[src/rtl/lcd_drv_pkg.sv]
package lcd_drv_pkg;

    typedef enum logic [1:0] {
        BIAS_HALF    = 2'd0,
        BIAS_THIRD   = 2'd1,
        BIAS_QUARTER = 2'd2,
        BIAS_SPARE   = 2'd3
    } bias_sel_e;

    typedef enum logic {
        DRV_CORR    = 1'b0,
        DRV_DENSITY = 1'b1
    } drive_mode_e;

    typedef enum logic {
        PIN_COMMON  = 1'b0,
        PIN_SEGMENT = 1'b1
    } pin_role_e;

    // Waveform primitives shared by every pin cell
    typedef struct packed {
        logic bias_hi;
        logic bias_lo;
        logic dead;
        logic corr_fast;
        logic corr_slow;
    } wave_t;

    function automatic int bias_divisor(bias_sel_e sel);
        case (sel)
            BIAS_HALF:  return 2;
            BIAS_THIRD: return 3;
            default:    return 4;
        endcase
    endfunction

endpackage

[src/rtl/lcd_seq.sv]
module lcd_seq #(
    parameter int COM_W  = 2,
    parameter int STEPS  = 12,
    parameter int PER_SF = 16,
    localparam int SW    = $clog2(STEPS),
    localparam int PW    = $clog2(PER_SF)
) (
    input  logic             clk,
    input  logic             rst,
    output logic [SW-1:0]    step_o,
    output logic             per_lsb_o,
    output logic [COM_W-1:0] sf_o,
    output logic             inv_o,
    output logic             frame_end_o
);
    logic [SW-1:0]    step_q;
    logic [PW-1:0]    per_q;
    logic [COM_W-1:0] sf_q;
    logic             inv_q;
    logic             step_last, per_last, sf_adv;

    assign step_last   = (step_q == SW'(STEPS - 1));
    assign per_last    = (per_q == PW'(PER_SF - 1));
    assign sf_adv      = step_last && per_last;
    assign frame_end_o = sf_adv && (sf_q == '1);

    always_ff @(posedge clk) begin
        if (rst) begin
            step_q <= '0;
            per_q  <= '0;
            sf_q   <= '0;
            inv_q  <= 1'b0;
        end else begin
            step_q <= step_last ? '0 : step_q + 1'b1;
            if (step_last)
                per_q <= per_last ? '0 : per_q + 1'b1;
            if (sf_adv)
                sf_q <= sf_q + 1'b1;
            if (frame_end_o)
                inv_q <= ~inv_q;
        end
    end

    assign step_o    = step_q;
    assign per_lsb_o = per_q[0];
    assign sf_o      = sf_q;
    assign inv_o     = inv_q;


    sf_hold_chk: assert property (@(posedge clk) disable iff (rst)
        !sf_adv |=> $stable(sf_q));

    sf_step_chk: assert property (@(posedge clk) disable iff (rst)
        sf_adv |=> (sf_q - $past(sf_q)) == COM_W'(1));

    inv_toggle_chk: assert property (@(posedge clk) disable iff (rst)
        frame_end_o |=> inv_q != $past(inv_q));

    inv_hold_chk: assert property (@(posedge clk) disable iff (rst)
        !frame_end_o |=> $stable(inv_q));

endmodule

[src/rtl/lcd_wavegen.sv]
module lcd_wavegen
    import lcd_drv_pkg::*;
#(
    parameter int STEPS = 12,
    localparam int SW   = $clog2(STEPS),
    localparam int DW   = $clog2(STEPS + 1)
) (
    input  logic          clk,
    input  logic          rst,
    input  logic [SW-1:0] step_i,
    input  logic          per_lsb_i,
    input  bias_sel_e     bias_sel_i,
    input  logic [DW-1:0] dead_len_i,
    output wave_t         wave_o
);
    int lo_n;

    always_comb begin
        lo_n = STEPS / bias_divisor(bias_sel_i);
        wave_o.bias_lo   = int'(step_i) < lo_n;
        wave_o.bias_hi   = int'(step_i) < (STEPS - lo_n);
        wave_o.dead      = (int'(step_i) + int'(dead_len_i)) >= STEPS;
        wave_o.corr_fast = int'(step_i) < (STEPS / 2);
        wave_o.corr_slow = per_lsb_i;
    end


    bias_order_chk: assert property (@(posedge clk) disable iff (rst)
        wave_o.bias_lo |-> wave_o.bias_hi);

endmodule

[src/rtl/lcd_pixel_bank.sv]
module lcd_pixel_bank #(
    parameter int NUM_PINS = 8,
    parameter int NCOM     = 4,
    localparam int IW      = $clog2(NUM_PINS),
    localparam int AW      = IW + 1
) (
    input  logic                               clk,
    input  logic                               rst,
    input  logic                               wr_en,
    input  logic [AW-1:0]                      wr_addr,
    input  logic [NCOM-1:0]                    wr_data,
    input  logic                               frame_end,
    output logic [NUM_PINS-1:0][NCOM-1:0]      rows_o
);
    logic [NUM_PINS-1:0][NCOM-1:0] pend_q, show_q;
    logic                          wr_ok;

    assign wr_ok = wr_en && (int'(wr_addr) < NUM_PINS);

    always_ff @(posedge clk) begin
        if (rst) begin
            pend_q <= '0;
            show_q <= '0;
        end else begin
            if (wr_ok)
                pend_q[wr_addr[IW-1:0]] <= wr_data;
            if (frame_end)
                show_q <= pend_q;
        end
    end

    assign rows_o = show_q;


    show_hold_chk: assert property (@(posedge clk) disable iff (rst)
        !frame_end |=> $stable(show_q));

    bad_addr_ignore_chk: assert property (@(posedge clk) disable iff (rst)
        (wr_en && !wr_ok) |=> $stable(pend_q));

endmodule

[src/rtl/lcd_pin_cell.sv]
module lcd_pin_cell
    import lcd_drv_pkg::*;
#(
    parameter int COM_W   = 2,
    parameter int PIN_IDX = 0,
    localparam int NCOM   = 1 << COM_W,
    localparam int OWN    = PIN_IDX % NCOM
) (
    input  pin_role_e        role_i,
    input  drive_mode_e      method_i,
    input  wave_t            wave_i,
    input  logic [COM_W-1:0] sf_i,
    input  logic             inv_i,
    input  logic [NCOM-1:0]  row_i,
    output logic             pin_o
);
    logic selected, pix_on, fast;

    always_comb begin
        selected = (sf_i == COM_W'(OWN));
        pix_on   = row_i[sf_i];
        fast     = wave_i.corr_fast ^ inv_i;
        pin_o    = 1'b0;
        if (wave_i.dead) begin
            pin_o = 1'b0;
        end else if (method_i == DRV_DENSITY) begin
            if (role_i == PIN_COMMON)
                pin_o = selected ? ~inv_i : (inv_i ? wave_i.bias_hi : wave_i.bias_lo);
            else
                pin_o = pix_on ? inv_i : (inv_i ? wave_i.bias_lo : wave_i.bias_hi);
        end else begin
            if (role_i == PIN_COMMON)
                pin_o = selected ? fast : (wave_i.corr_slow ^ inv_i);
            else
                pin_o = pix_on ? ~fast : fast;
        end
    end

endmodule

[src/rtl/lcd_pwm_drive.sv]
module lcd_pwm_drive
    import lcd_drv_pkg::*;
#(
    parameter int COM_W    = 2,
    parameter int NUM_PINS = 8,
    parameter int STEPS    = 12,
    parameter int PER_SF   = 16,
    localparam int NCOM    = 1 << COM_W,
    localparam int SW      = $clog2(STEPS),
    localparam int DW      = $clog2(STEPS + 1),
    localparam int AW      = $clog2(NUM_PINS) + 1
) (
    input  logic                clk,
    input  logic                rst,
    input  logic                method,
    input  logic [1:0]          bias_sel,
    input  logic [DW-1:0]       dead_len,
    input  logic [NUM_PINS-1:0] pin_mode,
    input  logic                wr_en,
    input  logic [AW-1:0]       wr_addr,
    input  logic [NCOM-1:0]     wr_data,
    output logic [NUM_PINS-1:0] lcd_pin,
    output logic [COM_W-1:0]    sub_frame,
    output logic                inv_flag
);
    logic [SW-1:0]                 step;
    logic                          per_lsb, frame_end, inv;
    logic [COM_W-1:0]              sf;
    wave_t                         wave;
    logic [NUM_PINS-1:0][NCOM-1:0] rows;

    lcd_seq #(.COM_W(COM_W), .STEPS(STEPS), .PER_SF(PER_SF)) u_seq (
        .clk(clk), .rst(rst), .step_o(step), .per_lsb_o(per_lsb),
        .sf_o(sf), .inv_o(inv), .frame_end_o(frame_end)
    );

    lcd_wavegen #(.STEPS(STEPS)) u_wave (
        .clk(clk), .rst(rst), .step_i(step), .per_lsb_i(per_lsb),
        .bias_sel_i(bias_sel_e'(bias_sel)), .dead_len_i(dead_len), .wave_o(wave)
    );

    lcd_pixel_bank #(.NUM_PINS(NUM_PINS), .NCOM(NCOM)) u_bank (
        .clk(clk), .rst(rst), .wr_en(wr_en), .wr_addr(wr_addr),
        .wr_data(wr_data), .frame_end(frame_end), .rows_o(rows)
    );

    for (genvar i = 0; i < NUM_PINS; i++) begin : g_pin
        lcd_pin_cell #(.COM_W(COM_W), .PIN_IDX(i)) u_cell (
            .role_i(pin_role_e'(pin_mode[i])),
            .method_i(drive_mode_e'(method)),
            .wave_i(wave), .sf_i(sf), .inv_i(inv),
            .row_i(rows[i]), .pin_o(lcd_pin[i])
        );
    end

    assign sub_frame = sf;
    assign inv_flag  = inv;


    dead_low_chk: assert property (@(posedge clk) disable iff (rst)
        wave.dead |-> (lcd_pin == '0));

endmodule

[config.mk]
export PLATFORM = sky130hd
export DESIGN_NAME = lcd_pwm_drive
export DESIGN_NICKNAME = d
export VERILOG_FILES = /design/src/rtl/lcd_drv_pkg.sv /design/src/rtl/lcd_seq.sv /design/src/rtl/lcd_wavegen.sv /design/src/rtl/lcd_pixel_bank.sv /design/src/rtl/lcd_pin_cell.sv /design/src/rtl/lcd_pwm_drive.sv
export SDC_FILE = /design/constraint.sdc
export NUM_CORES = 1
export LEC_CHECK = 0
export ABC_AREA = 1
export BUFFER_PORTS_ARGS = -buffer_cell sky130_fd_sc_hd__buf_4
export CORE_MARGIN = 10
export CORE_UTILIZATION = 65
export CTS_CLUSTER_SIZE = 14
export DETAILED_ROUTE_END_ITERATION = 6
export MAX_ROUTING_LAYER = met4
export PLACE_DENSITY_LB_ADDON = 0.12
export SLEW_MARGIN = 20
export SYNTH_ARGS = -nofsm -noshare
export SYNTH_HDL_FRONTEND = slang
export SYNTH_HIERARCHICAL = 1
export SYNTH_SLANG_ARGS = --single-unit
[constraint.sdc]
create_clock -name clk -period 5.2 [get_ports clk]
set_input_delay 0.26 -clock clk [delete_from_list [all_inputs] [get_ports clk]]
set_output_delay 0.26 -clock clk [all_outputs]
set_load 0.1 [all_outputs]
Word-level counts from Yosys, hierarchy flattened

Cells that the tools add are included.

Add/sub/neg operators: 5
Div/mod/pow operators: 1
$lt $le $gt $ge: 8
Equality and inequality tests: 6
Mux-type cells: 79
Bitwise logic cells: 4
Reduce and logical (&&, ||, !) cells: 7

Operator list:

| kind                    | count |
|---|---|
| $mux W1                 | 66 |
| $lt A5 B32 Y1           | 2 |
| $bwmux W32              | 1 |
| $div A5 B32 Y32 const A | 1 |
| $ge A32 B5 Y1 const B   | 1 |
| $sub A5 B32 Y32 const A | 1 |
| $bmux W1 S2             | 8 |
| $demux W4 S3            | 1 |
| $add A4 B1 Y4 const B   | 2 |
| $eq A4 B4 Y1 const B    | 2 |
| $mux W4                 | 2 |
| $pmux W3 S2             | 1 |
| $add A4 B4 Y5           | 1 |
| $eq A2 B1 Y1 const B    | 2 |
| $eq A2 B2 Y1 const B    | 2 |
| $logic_and A1 B1 Y1     | 4 |
| $logic_not A2 Y1        | 2 |
| $lt A3 B4 Y1 const B    | 1 |
| $lt A4 B3 Y1 const B    | 1 |
| $lt A4 B4 Y1 const B    | 1 |
| $ge A3 B1 Y1 const B    | 1 |
| $lt A2 B3 Y1 const B    | 1 |
| $add A2 B1 Y2 const B   | 1 |
| $not A1 Y1              | 2 |
| other kinds (2)         | 3 |

Bits in registers: 75
Input port bits: 26
Logic and storage cells: 130

Logic depth before layout (Yosys ltp)

Depth after elaboration: 10
Mapped depth: 13
Gate-level depth less buffers: 13

By module

The synthesis kept the hierarchy.

By module, submodules not included:

| module                              | instances | cells an instance | area each (µm²) |
|---|---|---|---|
| lcd_pixel_bank                      | 1         | 330               | 2,404.8 |
| lcd_pin_cell at g_pin[2].u_cell ... | 4         | 42                | 180.2 |
| lcd_seq                             | 1         | 60                | 488.0 |
| lcd_pin_cell at g_pin[0].u_cell ... | 2         | 44                | 207.7 |
| lcd_pin_cell at g_pin[1].u_cell ... | 2         | 42                | 182.7 |
| lcd_wavegen                         | 1         | 48                | 312.8 |

Least setup slack after synthesis

OpenSTA, ideal clock, no wires.

Path kind: register to output
From: register u_seq.inv_q, in the netlist u_seq/inv_o
To: output port lcd_pin[1]
Data arrival time: 3.641 ns
Required time: 4.940 ns
Path slack: 1.299 ns
Cell stages (with the launch flop): 9
Path buffers: 0
Cell sequence: dfxtp_1 -> inv_1 -> nand2_1 -> nand2_1 -> nand3_1 -> nand3_1 -> nand2_1 -> nand2_1 -> nor2_1

Longest elaborated chain between the ends: 6
Elaborated cells on any way between the ends: 14

RTL lines:

| item                     | line                | RTL |
|---|---|---|
| start: declaration       | lcd_seq.sv:19       | `logic inv_q;` |
| start signal: assignment | lcd_seq.sv:40       | `inv_q <= ~inv_q;` |
| $xor A1 B1 Y1            | lcd_pin_cell.sv:22  | `fast = wave_i.corr_fast ^ inv_i;` |
| $not A1 Y1               | lcd_pin_cell.sv:35  | `pin_o = pix_on ? ~fast : fast;` |
| $mux W1                  | lcd_pin_cell.sv:35  |  |
| $mux W1                  | lcd_pin_cell.sv:32  | `if (role_i == PIN_COMMON)` |
| $mux W1 (*)              | lcd_pin_cell.sv:26  | `end else if (method_i == DRV_DENSITY) begin` |
| $mux W1 (*)              | lcd_pin_cell.sv:24  | `if (wave_i.dead) begin` |
| end: declaration         | lcd_pwm_drive.sv:22 | `output logic [NUM_PINS-1:0] lcd_pin,` |

Mark *: on every way between the ends. The rest lies on a longest branch, timed or not.

==> qor.yml <==
yosys:
  ys_top_cells_by_count: "191 x nand2_1, 160 x nor2_1, 105 x inv_1"
  synth_top_family_by_area: "simple AND/OR/NAND/NOR gates"
  synth_area_leader_cell: "dfxtp_1"
  syn_inst: 778
  synth_top_area_share_pct: 31.9
  synth.avg_cell_area_um2: 6.05
  synthSimpleGateAreaFrac_pct: 44.0
  synth_ff_type: "dfxtp_1"
  synth-compound-area-share_pct: 8.08
  synthMostInstantiatedCell: "nand2_1"
  yosys.area_share.xor_xnor_pct: 1.86
  yosysSeqAreaShare_pct: 31.9
  yosys.area_share.adder_pct: 3.62
  ys_warn_count: 6
  synthesis.area_um2: 4710
  synth_area_leaders: "dfxtp_1 32%, nand2_1 15%, nor2_1 13%, nand3_1 9.8%, inv_1 8.4%"
  synthesis.nets: 817
  synthArstFlopShare_pct: 0
  synthMuxAreaShare_pct: 0
  synth-edff-count: 0
  synthDistinctLibCells: 28
  ys_ff_latch: 75
setup_path:
  required_ns: 4.94
  r2r-start: "u_seq/sf_o[1]$_SDFFE_PP0P_"
  r2r_slack_ns: 2.65
  crit_arrival_ns: 2.79
  endpoint_kind: "primary output"
  crit_type: "reg2out"
  critPathLaunchType: "flop"
  ff2ff_path_depth: 6
  crit_start: "u_seq/step_o[3]$_SDFF_PP0_"
  timing.rr.end: "u_bank/rows_o[24]$_SDFFE_PP0P_"
  worst-path-max-fanout: 16
  crit_end: "lcd_pin[5]"
routing:
  wl_per_cell_um: 12.7
  drtIter0Drc: 361
  vias: 4814
  via_per_inst: 5.26
  ant_nets: 0
  wl_met3_um: 700
  routed_wl_um: 11600
  route.detailed.drc: 0
  firstDrtPassIters: 5
  top_layer_used: "met4"
  wl_met1_um: 5140
  wl_met2_um: 5550
pwr:
  combPwrFrac_pct: 21.1
  seqPwrFrac_pct: 44.8
  clockPowerShare_pct: 34.1
  power_uw: 1310
  ir_drop_mv: 0.290
  p_leak_uw: 0.00268
  switching_share_pct: 32.1
  power.internal_uw: 892
  p_sw_uw: 422
  power.density_nw_per_um2: 249
floorplanning:
  initial_core_util_pct: 68.2
  dieArea_um2: 11000
  core_um2: 6910
  die_h_um: 105
  die_w_um: 105
  io_pins: 37
  num_rows: 30
global_route:
  grt_max_degree: 65
  antenna_found_initial: 0
  gr-total-overflow: 0
  first_global_vias: 4465
  grt_pass1_wl_um: 19900
  grt_usage_pct: 21.4
place:
  place_congestion: 0.859
  io_buffers: 36
  post-place-ws_ns: 2.18
  hpwl_um: 7820
  place_inst: 900
clocking:
  cts_tree: "yes"
  root_buffer: "clkbuf_8"
  cts_buffers: 9
  holdBufCountCts: 0
  cts.reportedPaths.clkPinSlew_ns: 0.08
  htree_levels: 3
  cts_resized: 0
  numClockSinks: 75
  clk_path_buf_depth: 2
  clk_latency_ns: 0.35
  postCtsSetupRepairBufs: 0
sta:
  fin_ws_ns: 2.15
  fmax_mhz: 328
  skew_ns: 0.0107
  rsz0062_at_grt: "no"
  period_needed_ns: 3.05
  hold_viol: 0
  finalMaxSlewViolations: 0
  worst_pin_slew_ns: 1.10
  tns_ns: 0
  setup_viol: 0
  finalCritPeriodShare_pct: 58.6
  timing.slew.headroom_pct: 26.7
cells_and_area:
  fin_nets: 854
  instances_no_fill: 916
  layout-drive-gt1-share_pct: 11.6
  diodes: 0
  area_delta_synth_final_pct: 12.0
  n_fill_cell: 587
job:
  drv_cap: 0
run_status:
  status: "complete, no violations"
worst_hold_path:
  hp-class: "in2reg"
## power groups by stage
| stage | clock network [uW] | logic, uW | registers (uW) |
|---|---|---|---|
| 3_5_place_dp | 0 | 274 | 602 |
| 5_1_grt | 474 | 300 | 590 |
| 2_1_floorplan | 0 | 207 | 600 |
| 4_1_cts | 455 | 275 | 588 |
| 6_report | 448 | 277 | 589 |
| 3_3_place_gp | 0 | 267 | 601 |
## area by class of cell
| cell class | instances | area, um2 | area share, % |
|---|---|---|---|
| Tap cell | 96 | 120 | 2.28 |
| Inverter | 114 | 428 | 8.11 |
| Sequential cell | 75 | 1500 | 28.5 |
| Multi-Input combinational cell | 574 | 2720 | 51.5 |
| Clock buffer | 10 | 138 | 2.61 |
| Timing Repair Buffer | 41 | 308 | 5.84 |
| Clock inverter | 6 | 63.8 | 1.21 |
## critical path, stage by stage (launching register included)
cell      delay [ns]
dfxtp_1         0.48
ha_1            0.30
a21oi_1         0.15
a21boi_2        0.59
or2_1           0.18
o21ai_0         0.07
nand2_1         0.09
nand2_1         0.05
nand2_1         0.05
a21oi_1         0.05
nor2_1          0.12
buf_4           0.31
## per-layer routing
metal	vias up	GRT usage [%]
li1	2481	-
met1	2142	25.4
met2	166	35.2
met3	25	4.36
met4	0	7.55
met5	-	-
## sequential cells by signal, summed over array words and instances, names as in the netlist
name and flops:
u_seq/step_o 4, u_seq/inv_o 1, u_bank/rows_o 32, u_bank/pend_q 32
u_seq/sf_o 2, u_seq/per_q 4
## logic make-up (layout without fill, tap and decap cells)
group / count (synthesis) / count (layout)
DFF: 75 / 75
buffers and inverters: 129 / 171
adders and majority gates: 13 / 13
and+or+nand+nor: 478 / 478
xor gates and xnor gates: 10 / 10
AOI/OAI and AO/OA: 73 / 73
## worst min-delay path by stage
stage,start,end,slack (ns),cells past startpoint
after CTS,rst,u_seq/sf_o[0]$_SDFFE_PP0P_,0.24,4
after detailed placement,u_bank/pend_q[30]$_SDFFE_PP0P_,u_bank/rows_o[30]$_SDFFE_PP0P_,0.47,2
final,rst,u_seq/sf_o[0]$_SDFFE_PP0P_,0.26,4
after global placement,u_seq/per_q[1]$_SDFFE_PP0P_,u_seq/per_q[1]$_SDFFE_PP0P_,0.45,2
after floorplan,u_seq/per_q[1]$_SDFFE_PP0P_,u_seq/per_q[1]$_SDFFE_PP0P_,0.44,2
after global routing,rst,u_seq/sf_o[0]$_SDFFE_PP0P_,0.26,4
## layout by cell type, fill, tap and decap left out, types with 6 or more instances in the layout
cell	synthesis	layout
nand2_2	6	6
dfxtp_1	75	75
inv_2	8	8
nand2_1	191	191
nand3_1	92	92
o21ai_0	49	49
clkbuf_8	0	10
ha_1	12	12
nor2_1	160	160
a21oi_1	14	13
buf_4	2	41
nor2_4	6	6
inv_1	105	105
or2_1	8	8
xnor2_1	9	9
## per-stage QoR
step                      utilization (%)  instance area [um2]  hold WS, ns
after floorplan                         -                 4710        0.441
after global placement               73.3                 5060        0.450
after detailed placement             73.3                 5060        0.468
after CTS                            76.3                 5270        0.238
after global routing                 76.4                 5270        0.263
final                                76.4                 5270        0.258
Power figures use the tool's default switching activity.
